$ cat src/rtl/mag_cmp_shared.sv
module mag_cmp_shared #(
  parameter int N = 8
) (
  input  logic [N-1:0] opa,
  input  logic [N-1:0] opb,
  input  logic         is_signed,
  output logic         gt,
  output logic         eq,
  output logic         lt
);
  localparam int LOW_W = N - 1;
  localparam int TOP   = N - 1;

  logic [LOW_W-1:0] low_a, low_b;
  logic             low_gt;
  logic             top_split;
  logic             top_win;

  assign low_a  = opa[LOW_W-1:0];
  assign low_b  = opb[LOW_W-1:0];
  assign low_gt = low_a > low_b;

  assign top_split = opa[TOP] ^ opb[TOP];
  assign top_win   = opa[TOP] ^ is_signed;

  assign gt = top_split ? top_win : low_gt;
  assign eq = (opa == opb);
  assign lt = ~gt & ~eq;
endmodule


$ cat config.mk
export PLATFORM = sky130hd
export DESIGN_NAME = mag_cmp_shared
export DESIGN_NICKNAME = d
export VERILOG_FILES = /design/src/rtl/mag_cmp_shared.sv
export SDC_FILE = /design/constraint.sdc
export NUM_CORES = 1
export LEC_CHECK = 0
export BUFFER_PORTS_ARGS = -buffer_cell sky130_fd_sc_hd__clkbuf_2
export CAP_MARGIN = 20
export CORE_AREA = 2 2 39 41
export DETAILED_ROUTE_END_ITERATION = 16
export DIE_AREA = 0 0 41 43
export GPL_TIMING_DRIVEN = 1
export SYNTH_ARGS = -nofsm -noshare
export SYNTH_HDL_FRONTEND = slang
export SYNTH_SLANG_ARGS = --single-unit
$ cat constraint.sdc
create_clock -name vclk -period 1.2
set_input_delay 0.06 -clock vclk [all_inputs]
set_output_delay 0.06 -clock vclk [all_outputs]
set_load 0.03 [all_outputs]
==> summary.md, run 1 <==
| Metric | Value |
|---|---|
| Status | finished with violations |
| Failing checks | negative setup slack |
| Num sequential | 0 |
| Routed Antenna Nets | 0 |
| Peak Freq | 752 MHz |
| Hold path depth | 3 |
| Sw Ratio | 48.0% |
| Post-synthesis area per instance | 7.16 µm² |
| WS Path Type | in2out |
| Drt wl/cell | 8.97 µm |
| Fin crit share | 111% |
| # clk buffers | 0 |
| Power density cells | 405 nW/µm² |
| Final instance area | 581 µm² |
| Util after Layout | 42.0% |
| Via-to-Cell Ratio | 4.53 |
| Initial core utilization | 20.7% |
| Filler cell count in the final layout | 143 |
| Xor/xnor cell area share of the yosys netlist | 3.06% |
| # rows | 14 |
| Compound-cell area share of the yosys netlist | 34.5% |
| CP arrival | 1.27 ns |
| 1st-iter DRT viols | 2 |
| Layout Nets | 85 |
| Final setup viols | 2 |
| Hold WS | 0.531 ns |
| DP Worst Slack | -0.227 ns |
| Cell-internal power | 122 µW |
| Worst slew pin tran | 0.234 ns |
| Reg area | 0 µm² |
| Sequential share of the synthesized area | 0% |
| P_sw | 113 µW |
| Synth area leaders | ha_1 31%, inv_1 10%, a21oi_1 7.0% |
| Worst Hold Class | in2out |
| Die area | 1760 µm² |
| Post-route setup slack | -0.129 ns |
| # IOs | 20 |
| Max VDD drop | 0.176 mV |
| Diodes inserted | 0 |
| Crit path time final | 1.33 ns |
| Antenna violations before repair | 0 |
| Largest net degree at the start of global routing | 8 |
| Final hold vios | 0 |
| Dpl hpwl | 547 µm |
| DP Area | 442 µm² |
| Core box area | 1380 µm² |
| Worst Path Required | 1.14 ns |
| Crit end category | output port |
| Total Routed Length | 673 µm |
| Mux share of post-synthesis cell area | 0% |
| Area Overhead vs Synth | 103% |
| Largest family of logic cells by synthesized area | compound AO/OA/AOI/OAI gates |
| Share of layout cells above drive strength 1 | 72.9% |
| Yosys cell types | 20 |
| Final GP Congestion | 0.626 |
| Routed vias | 340 |
| # DRC | 0 |
| Yosys top cell area share | 30.6% |
| Fin. max-slew vios | 0 |
| Slew headroom | 84.4% |
| Crit path launch type | input port |
| Die span in x | 41 µm |
| Post-Synthesis Cells | 40 |
| Gate power share | 100.0% |
| Cell Area, Synth | 287 µm² |
| First-pass GRT wire length | 1.13 mm |
| Vias in the first global route | 312 |
| Drt pass-1 iters | 3 |
| Synth Area in Simple Gates | 18.3% |
| Post-Syn Nets | 64 |
| RSZ-0062 raised after global routing | true |
| Clock power share | 0% |
| Total track usage | 8.59% |
| CP Max Fanout | 4 |
| Max_cap viols | 0 |
| Die Ht | 43 µm |
| Post-synthesis adder-cell area fraction | 30.6% |
| Ys Warns | 0 |
| Area leader, netlist | ha_1 |
| Leakage | 0.242 nW |
| Sequential share of power | 0% |
| Setup Fix Bufs, Post-CTS | 0 |
| IO buf count | 20 |
| Grt total ovfl | 0 |
## critical path: stages
cell and delay [ns]:
buf_6 0.09, ha_4 0.28, nand3b_1 0.13, a21oi_4 0.22, o211ai_1 0.12, a32oi_2 0.18, clkbuf_8 0.18
## synth_stat cells
master,number
buf_2,1
inv_1,8
nor4_1,1
nand4_2,1
or2_1,1
a21oi_1,4
nand2_1,2
nand3b_1,1
inv_2,1
ha_1,7
o21ai_0,1
nand3_1,1
xor2_1,1
nor2_1,2
a32oi_1,1
o41ai_2,1
a21oi_2,2
o21a_1,1
o21ai_2,1
o211ai_1,2
## logic make-up after synthesis
| group | after synthesis |
|---|---|
| AOI/OAI and AO/OA | 13 |
| xor gates and xnor gates | 1 |
| adders and majority gates | 7 |
| buffers and inverters | 10 |
| and+or+nand+nor | 9 |
## area by class of cell
type	count	area [µm²]	share of cell area (%)
Multi-Input combinational cell	30	375	64.7
Timing Repair Buffer	20	149	25.6
Inverter	9	36.3	6.25
Tap cell	16	20.0	3.45
## power by group through the flow
stage               clock [mW]  combinational [mW]  sequential [mW]
finish                       0               0.235                0
global route                 0               0.256                0
CTS                          0               0.220                0
detailed placement           0               0.167                0
global placement             0               0.165                0
floorplan                    0               0.116                0
## final timing paths
| check | start | endpoint |
|---|---|---|
| max | opa[2] | gt |
| min | opb[7] | gt |
## cells in the final DEF, fill, tap and decap left out, types with 2 or more instances in the layout
cell,instances
o211ai_1,2
clkbuf_8,2
clkbuf_2,13
inv_1,4
a21oi_2,2
ha_4,6
a21oi_1,2
inv_2,4
nand2_1,2
a21oi_4,2
buf_6,5
## timing repair
action,4_1_cts,5_1_grt
hold endpoints to repair,0,0
endpoints found under the setup margin,3,3
resized for setup,16,12
pin swaps,6,7
hold buffers,0,0
## through the flow
step                      setup TNS (ns)  power, mW  std cells
after floorplan                  -0.0395      0.116         40
after global placement            -0.462      0.165         75
after detailed placement          -0.485      0.167         75
after CTS                         -0.240      0.220         75
after global routing              -0.395      0.256         75
final                             -0.226      0.235         75
## per-layer routing
metal  up-vias  track usage [%]  wire (µm)
met1       147             12.0        294
met5         -                0          0
li1        181                -          -
met3         0                0         47
met4         0                0          0
met2        12             15.0        332
(Power assumes the default switching activity.)
==> inputs of run 2 (changes only) <==
ABC_AREA = 0   (was not set)
TNS_END_PERCENT = 10   (was not set)
==> run 2 against run 1 <==
Against the previous run:
- the flow still finishes with violations (negative setup slack)
- non-clock buffer count is the same
- count of clock-buffer cells in the layout is the same
- worst setup slack lost 0.0044 ns
- flip-flop and latch count is the same
- cell area shrank 3.9%
- hold slack lost 0.00053 ns
- largest power group unchanged
==> summary.md, run 2 (synthesized netlist as in run 1, its figures left out) <==
| Metric | Value |
|---|---|
| Worst hold path startpoint | opb[7] |
| WS Path Type | in2out |
| 1st-iter DRT viols | 0 (-2) |
| Final instance area | 558 µm² (-3.9%) |
| Crit path launch type | input port |
| Area Overhead vs Synth | 94.8% |
| RSZ-0062 raised after global routing | true |
| Grt total ovfl | 0 (unchanged) |
| Core box area | 1380 µm² (unchanged) |
| Num sequential | 0 (unchanged) |
| Worst Hold Class | in2out |
| Hold path depth | 3 (unchanged) |
| # rows | 14 (unchanged) |
| Hold Path End | gt |
| Slew headroom | 84.3% (-0.11 points) |
| # IOs | 20 (unchanged) |
| First-pass GRT wire length | 1.10 mm (-3.0%) |
| Worst Path Required | 1.14 ns (about the same) |
| Diodes inserted | 0 (unchanged) |
| Antenna violations before repair | 0 (unchanged) |
| IO buf count | 20 (unchanged) |
| Reg area | 0 µm² (unchanged) |
| Total Routed Length | 668 µm (-0.74%) |
| Routed vias | 346 (+1.8%) |
| Layout Nets | 85 (unchanged) |
| Leakage | 0.239 nW (-1.5%) |
| Most frequent cells in the layout | 16 x clkbuf_2, 6 x ha_4, 5 x inv_2, 4 x inv_1 |
| Worst slew pin tran | 0.233 ns (-0.000179 ns) |
| Initial core utilization | 20.7% (unchanged) |
| CTS Hold Bufs | 0 (unchanged) |
| Total track usage | 8.29% (-0.30 points) |
| Post-route setup slack | -0.133 ns (-0.00437 ns) |
| Crit path time final | 1.33 ns (+0.00437 ns) |
| Die area | 1760 µm² (unchanged) |
| Crit end category | output port |
| Die span in x | 41 µm (unchanged) |
| DP Area | 413 µm² (-6.5%) |
| Failing checks | negative setup slack |
| Largest net degree at the start of global routing | 8 (unchanged) |
| Vias in the first global route | 295 (-5.4%) |
| Die Ht | 43 µm (unchanged) |
| Length of routed met2 wiring | 370 µm (+11%) |
| Via-to-Cell Ratio | 4.61 (+1.8%) |
| Max VDD drop | 0.135 mV (-23%) |
| Hold WS | 0.530 ns (-0.000527 ns) |
| Filler cell count in the final layout | 152 (+6.3%) |
| CP arrival | 1.27 ns (about the same) |
| Drt wl/cell | 8.91 µm (-0.74%) |
| Commonest non-fill, non-tap cell in the layout | clkbuf_2 |
| DR top layer | met3 |
| Drt pass-1 iters | 1 (-2) |
| Final hold vios | 0 (unchanged) |
| Met1 WL | 251 µm (-15%) |
| Final setup viols | 2 (unchanged) |
| Fin. max-slew vios | 0 (unchanged) |
| Routed Antenna Nets | 0 (unchanged) |
| Fin crit share | 111% (+0.36 points) |
| Dpl hpwl | 542 µm (-0.97%) |
| # DRC | 0 (unchanged) |
| Share of layout cells above drive strength 1 | 72.9% (unchanged) |
| CP startpoint | opa[2] |
| Status | finished with violations |
| Final GP Congestion | 0.604 (-3.5%) |
| Met3 wire length | 46 µm (-2.1%) |
| Peak Freq | 750 MHz (-0.33%) |
| CP Max Fanout | 4 (unchanged) |
| Power density cells | 409 nW/µm² (+1.1%) |
| Area occupied by multi-input gates | 374 µm² (-0.33%) |
| # clk buffers | 0 (unchanged) |
| Max_cap viols | 0 (unchanged) |
| Power Total | 228 µW (-2.8%) |
## run 2: cell count changes in the layout (fill, tap and decap cells not counted)
| cell | delta |
|---|---|
| ha_1 | +1 |
| clkbuf_2 | +3 |
| inv_2 | +1 |
| nor4_2 | +1 |
| buf_6 | -3 |
| ha_2 | -1 |
| nor2_2 | +1 |
| inv_4 | -1 |
| nor4_1 | -1 |
| nor2_4 | -1 |
## run 2: layout make-up
type / instances / area share, %
inverter: 9 / 6.05
tap: 16 / 3.59
multi-input combinational: 30 / 67.0
timing repair buffer: 20 / 23.3
## run 2: through the flow
stage                     setup TNS [ns]  std cells  setup slack, ns  utilization, %
after global placement            -0.541         75           -0.259            29.8
after CTS                         -0.267         75           -0.137            38.7
after global routing              -0.425         75           -0.228            40.3
final                             -0.263         75           -0.133            40.3
after floorplan                  -0.0971         40          -0.0565               -
after detailed placement          -0.573         75           -0.283            29.8
## run 2: metal layers
metal	track usage [%]	vias to the layer above
li1	-	180
met1	9.49	155
met2	16.6	11
met3	0	0
met4	0	0
met5	0	-
## run 2: how the worst max path moves through the flow
stage	end	slack, ns	cells past startpoint
final	gt	-0.13	7
after floorplan	gt	-0.06	6
after detailed placement	lt	-0.28	8
after CTS	lt	-0.14	8
after global routing	gt	-0.23	7
after global placement	lt	-0.26	8
## run 2: power by group
part	total [mW]	leakage (nW)	switching, mW	internal, mW
registers	0	0	0	0
logic	0.228	0.239	0.112	0.117
clock network	0	0	0	0
total	0.228	0.239	0.112	0.117
## run 2: repair_timing
item                       in CTS  in global routing
setup endpoints to repair       3                  3
pin swaps                       5                  0
resized for setup              20                  5
setup buffers                   0                  0
cloned                          0                  0
## run 2: worst max-delay path, stage by stage
cell      delay [ns]
clkbuf_2        0.10
ha_4            0.28
nand3b_1        0.12
a21oi_4         0.21
o211ai_1        0.14
a32oi_2         0.17
clkbuf_8        0.18
==> inputs of run 3 (changes only) <==
CAP_MARGIN = not set   (was 20)
SETUP_SLACK_MARGIN = 0.15   (was not set)
==> run 3 against run 2 <==
Against the previous run:
- the run still ends with negative setup slack left
- cell count unchanged
- via count down 0.29%
- largest power group unchanged
- die area unchanged
- worst setup slack worse by 0.024 ns
- count of clock-buffer cells in the layout unchanged
- power up 2.6%
- flip-flop and latch count unchanged
==> summary.md, run 3 (synthesized netlist as in run 1, its figures left out) <==
| Metric | Value |
|---|---|
| Grt total ovfl | 0 (unchanged) |
| # rows | 14 (unchanged) |
| IO buf count | 20 (unchanged) |
| Routed vias | 345 (-0.29%) |
| WS Path Type | in2out |
| Die span in x | 41 µm (unchanged) |
| Fin. max-slew vios | 0 (unchanged) |
| Max_cap viols | 0 (unchanged) |
| Crit path launch type | input port |
| Largest net degree at the start of global routing | 8 (unchanged) |
| First-pass GRT wire length | 1.20 mm (+9.4%) |
| Initial core utilization | 20.7% (unchanged) |
| Commonest non-fill, non-tap cell in the layout | clkbuf_2 |
| DP Area | 520 µm² (+26%) |
| Layout Nets | 85 (unchanged) |
| 1st-iter DRT viols | 0 (unchanged) |
| CP arrival | 1.30 ns (+0.03 ns) |
| Antenna violations before repair | 0 (unchanged) |
| Total Routed Length | 667 µm (-0.15%) |
| Worst Hold Class | in2out |
| Die Ht | 43 µm (unchanged) |
| Worst slew pin tran | 0.247 ns (+0.0135 ns) |
| Slew headroom | 83.4% (-0.88 points) |
| Reg area | 0 µm² (unchanged) |
| # DRC | 0 (unchanged) |
| Total track usage | 8.89% (+0.60 points) |
| Final setup viols | 2 (unchanged) |
| Final GP Congestion | 0.634 (+5.1%) |
| DP Worst Slack | -0.278 ns (+0.00577 ns) |
| Drt wl/cell | 8.89 µm (-0.15%) |
| Final instance area | 581 µm² (+4.0%) |
| Status | finished with violations |
| RSZ-0062 raised after global routing | true |
| Dpl hpwl | 621 µm (+15%) |
| Power Total | 234 µW (+2.6%) |
| Share of layout cells above drive strength 1 | 69.5% (-3.4 points) |
| Crit end category | output port |
| Num sequential | 0 (unchanged) |
| Power density cells | 404 nW/µm² (-1.4%) |
| Max VDD drop | 0.142 mV (+5.4%) |
| # IOs | 20 (unchanged) |
| Leakage | 0.249 nW (+4.3%) |
| Worst Path Required | 1.14 ns (about the same) |
| Post-route setup slack | -0.157 ns (-0.0239 ns) |
| Drt pass-1 iters | 1 (unchanged) |
| Routed Antenna Nets | 0 (unchanged) |
| Vias in the first global route | 348 (+18%) |
| Setup TNS | -0.301 ns (-0.0379 ns) |
| # clk buffers | 0 (unchanged) |
| Core box area | 1380 µm² (unchanged) |
| Most frequent cells in the layout | 16 x clkbuf_2, 6 x ha_4, 5 x inv_1, 3 x inv_2, 3 x clkbuf_8 |
| Fin crit share | 113% (+2.0 points) |
| Failing checks | negative setup slack |
| Die area | 1760 µm² (unchanged) |
| CP Max Fanout | 4 (unchanged) |
| Peak Freq | 737 MHz (-1.8%) |
| Crit path time final | 1.36 ns (+0.0239 ns) |
| Hold WS | 0.544 ns (+0.0137 ns) |
| Area Overhead vs Synth | 103% |
| Diodes inserted | 0 (unchanged) |
| Final hold vios | 0 (unchanged) |
| Via-to-Cell Ratio | 4.60 (-0.29%) |
## run 3: changes by cell type in the layout (fill, tap and decap cells not counted)
| cell | change |
|---|---|
| buf_6 | -2 |
| clkbuf_16 | +1 |
| clkbuf_8 | +1 |
| inv_1 | +1 |
| inv_12 | +1 |
| inv_2 | -2 |
| nor4_1 | +1 |
| nor4_2 | -1 |
## run 3: routing by layer
layer  vias up  GRT usage, %  part of all wire [%]
li1        181             -                     -
met1       151          10.4                    42
met2        13          17.5                    50
met3         0             0                   7.3
met4         0             0                     0
met5         -             0                     0
## run 3: what timing repair did
item                       CTS  global route
setup endpoints to repair    3             3
pin swaps                    5             0
hold buffers                 0             0
gates resized for setup     12             0
setup buffers                0             0
## run 3: area by class of cell
cell class,instances,area [µm²]
timing repair buffer,20,146
multi-input combinational,30,368
inverter,9,46.3
tap,16,20.0
fill,140,803
## run 3: where the power goes
| part | switching (mW) | total (mW) | internal, mW |
|---|---|---|---|
| clock | 0 | 0 | 0 |
| combinational | 0.113 | 0.234 | 0.122 |
| sequential | 0 | 0 | 0 |
## run 3: path summary, 6_finish.rpt
check	from	to	cells past startpoint
setup / recovery	opb[2]	lt	8
hold / removal	opb[7]	gt	3
## run 3: worst max-delay path: stages
cell and delay, ns:
clkbuf_16 0.12, inv_12 0.03, ha_4 0.24, a21oi_4 0.16, a21oi_4 0.08, nor4_1 0.28
o21a_2 0.18, clkbuf_8 0.15
## run 3: metrics by stage
step | cells | utilization (%)
final | 75 | 42.0
after CTS | 75 | 42.0
after detailed placement | 75 | 37.6
after global placement | 75 | 37.6
after global routing | 75 | 42.0
after floorplan | 40 | -
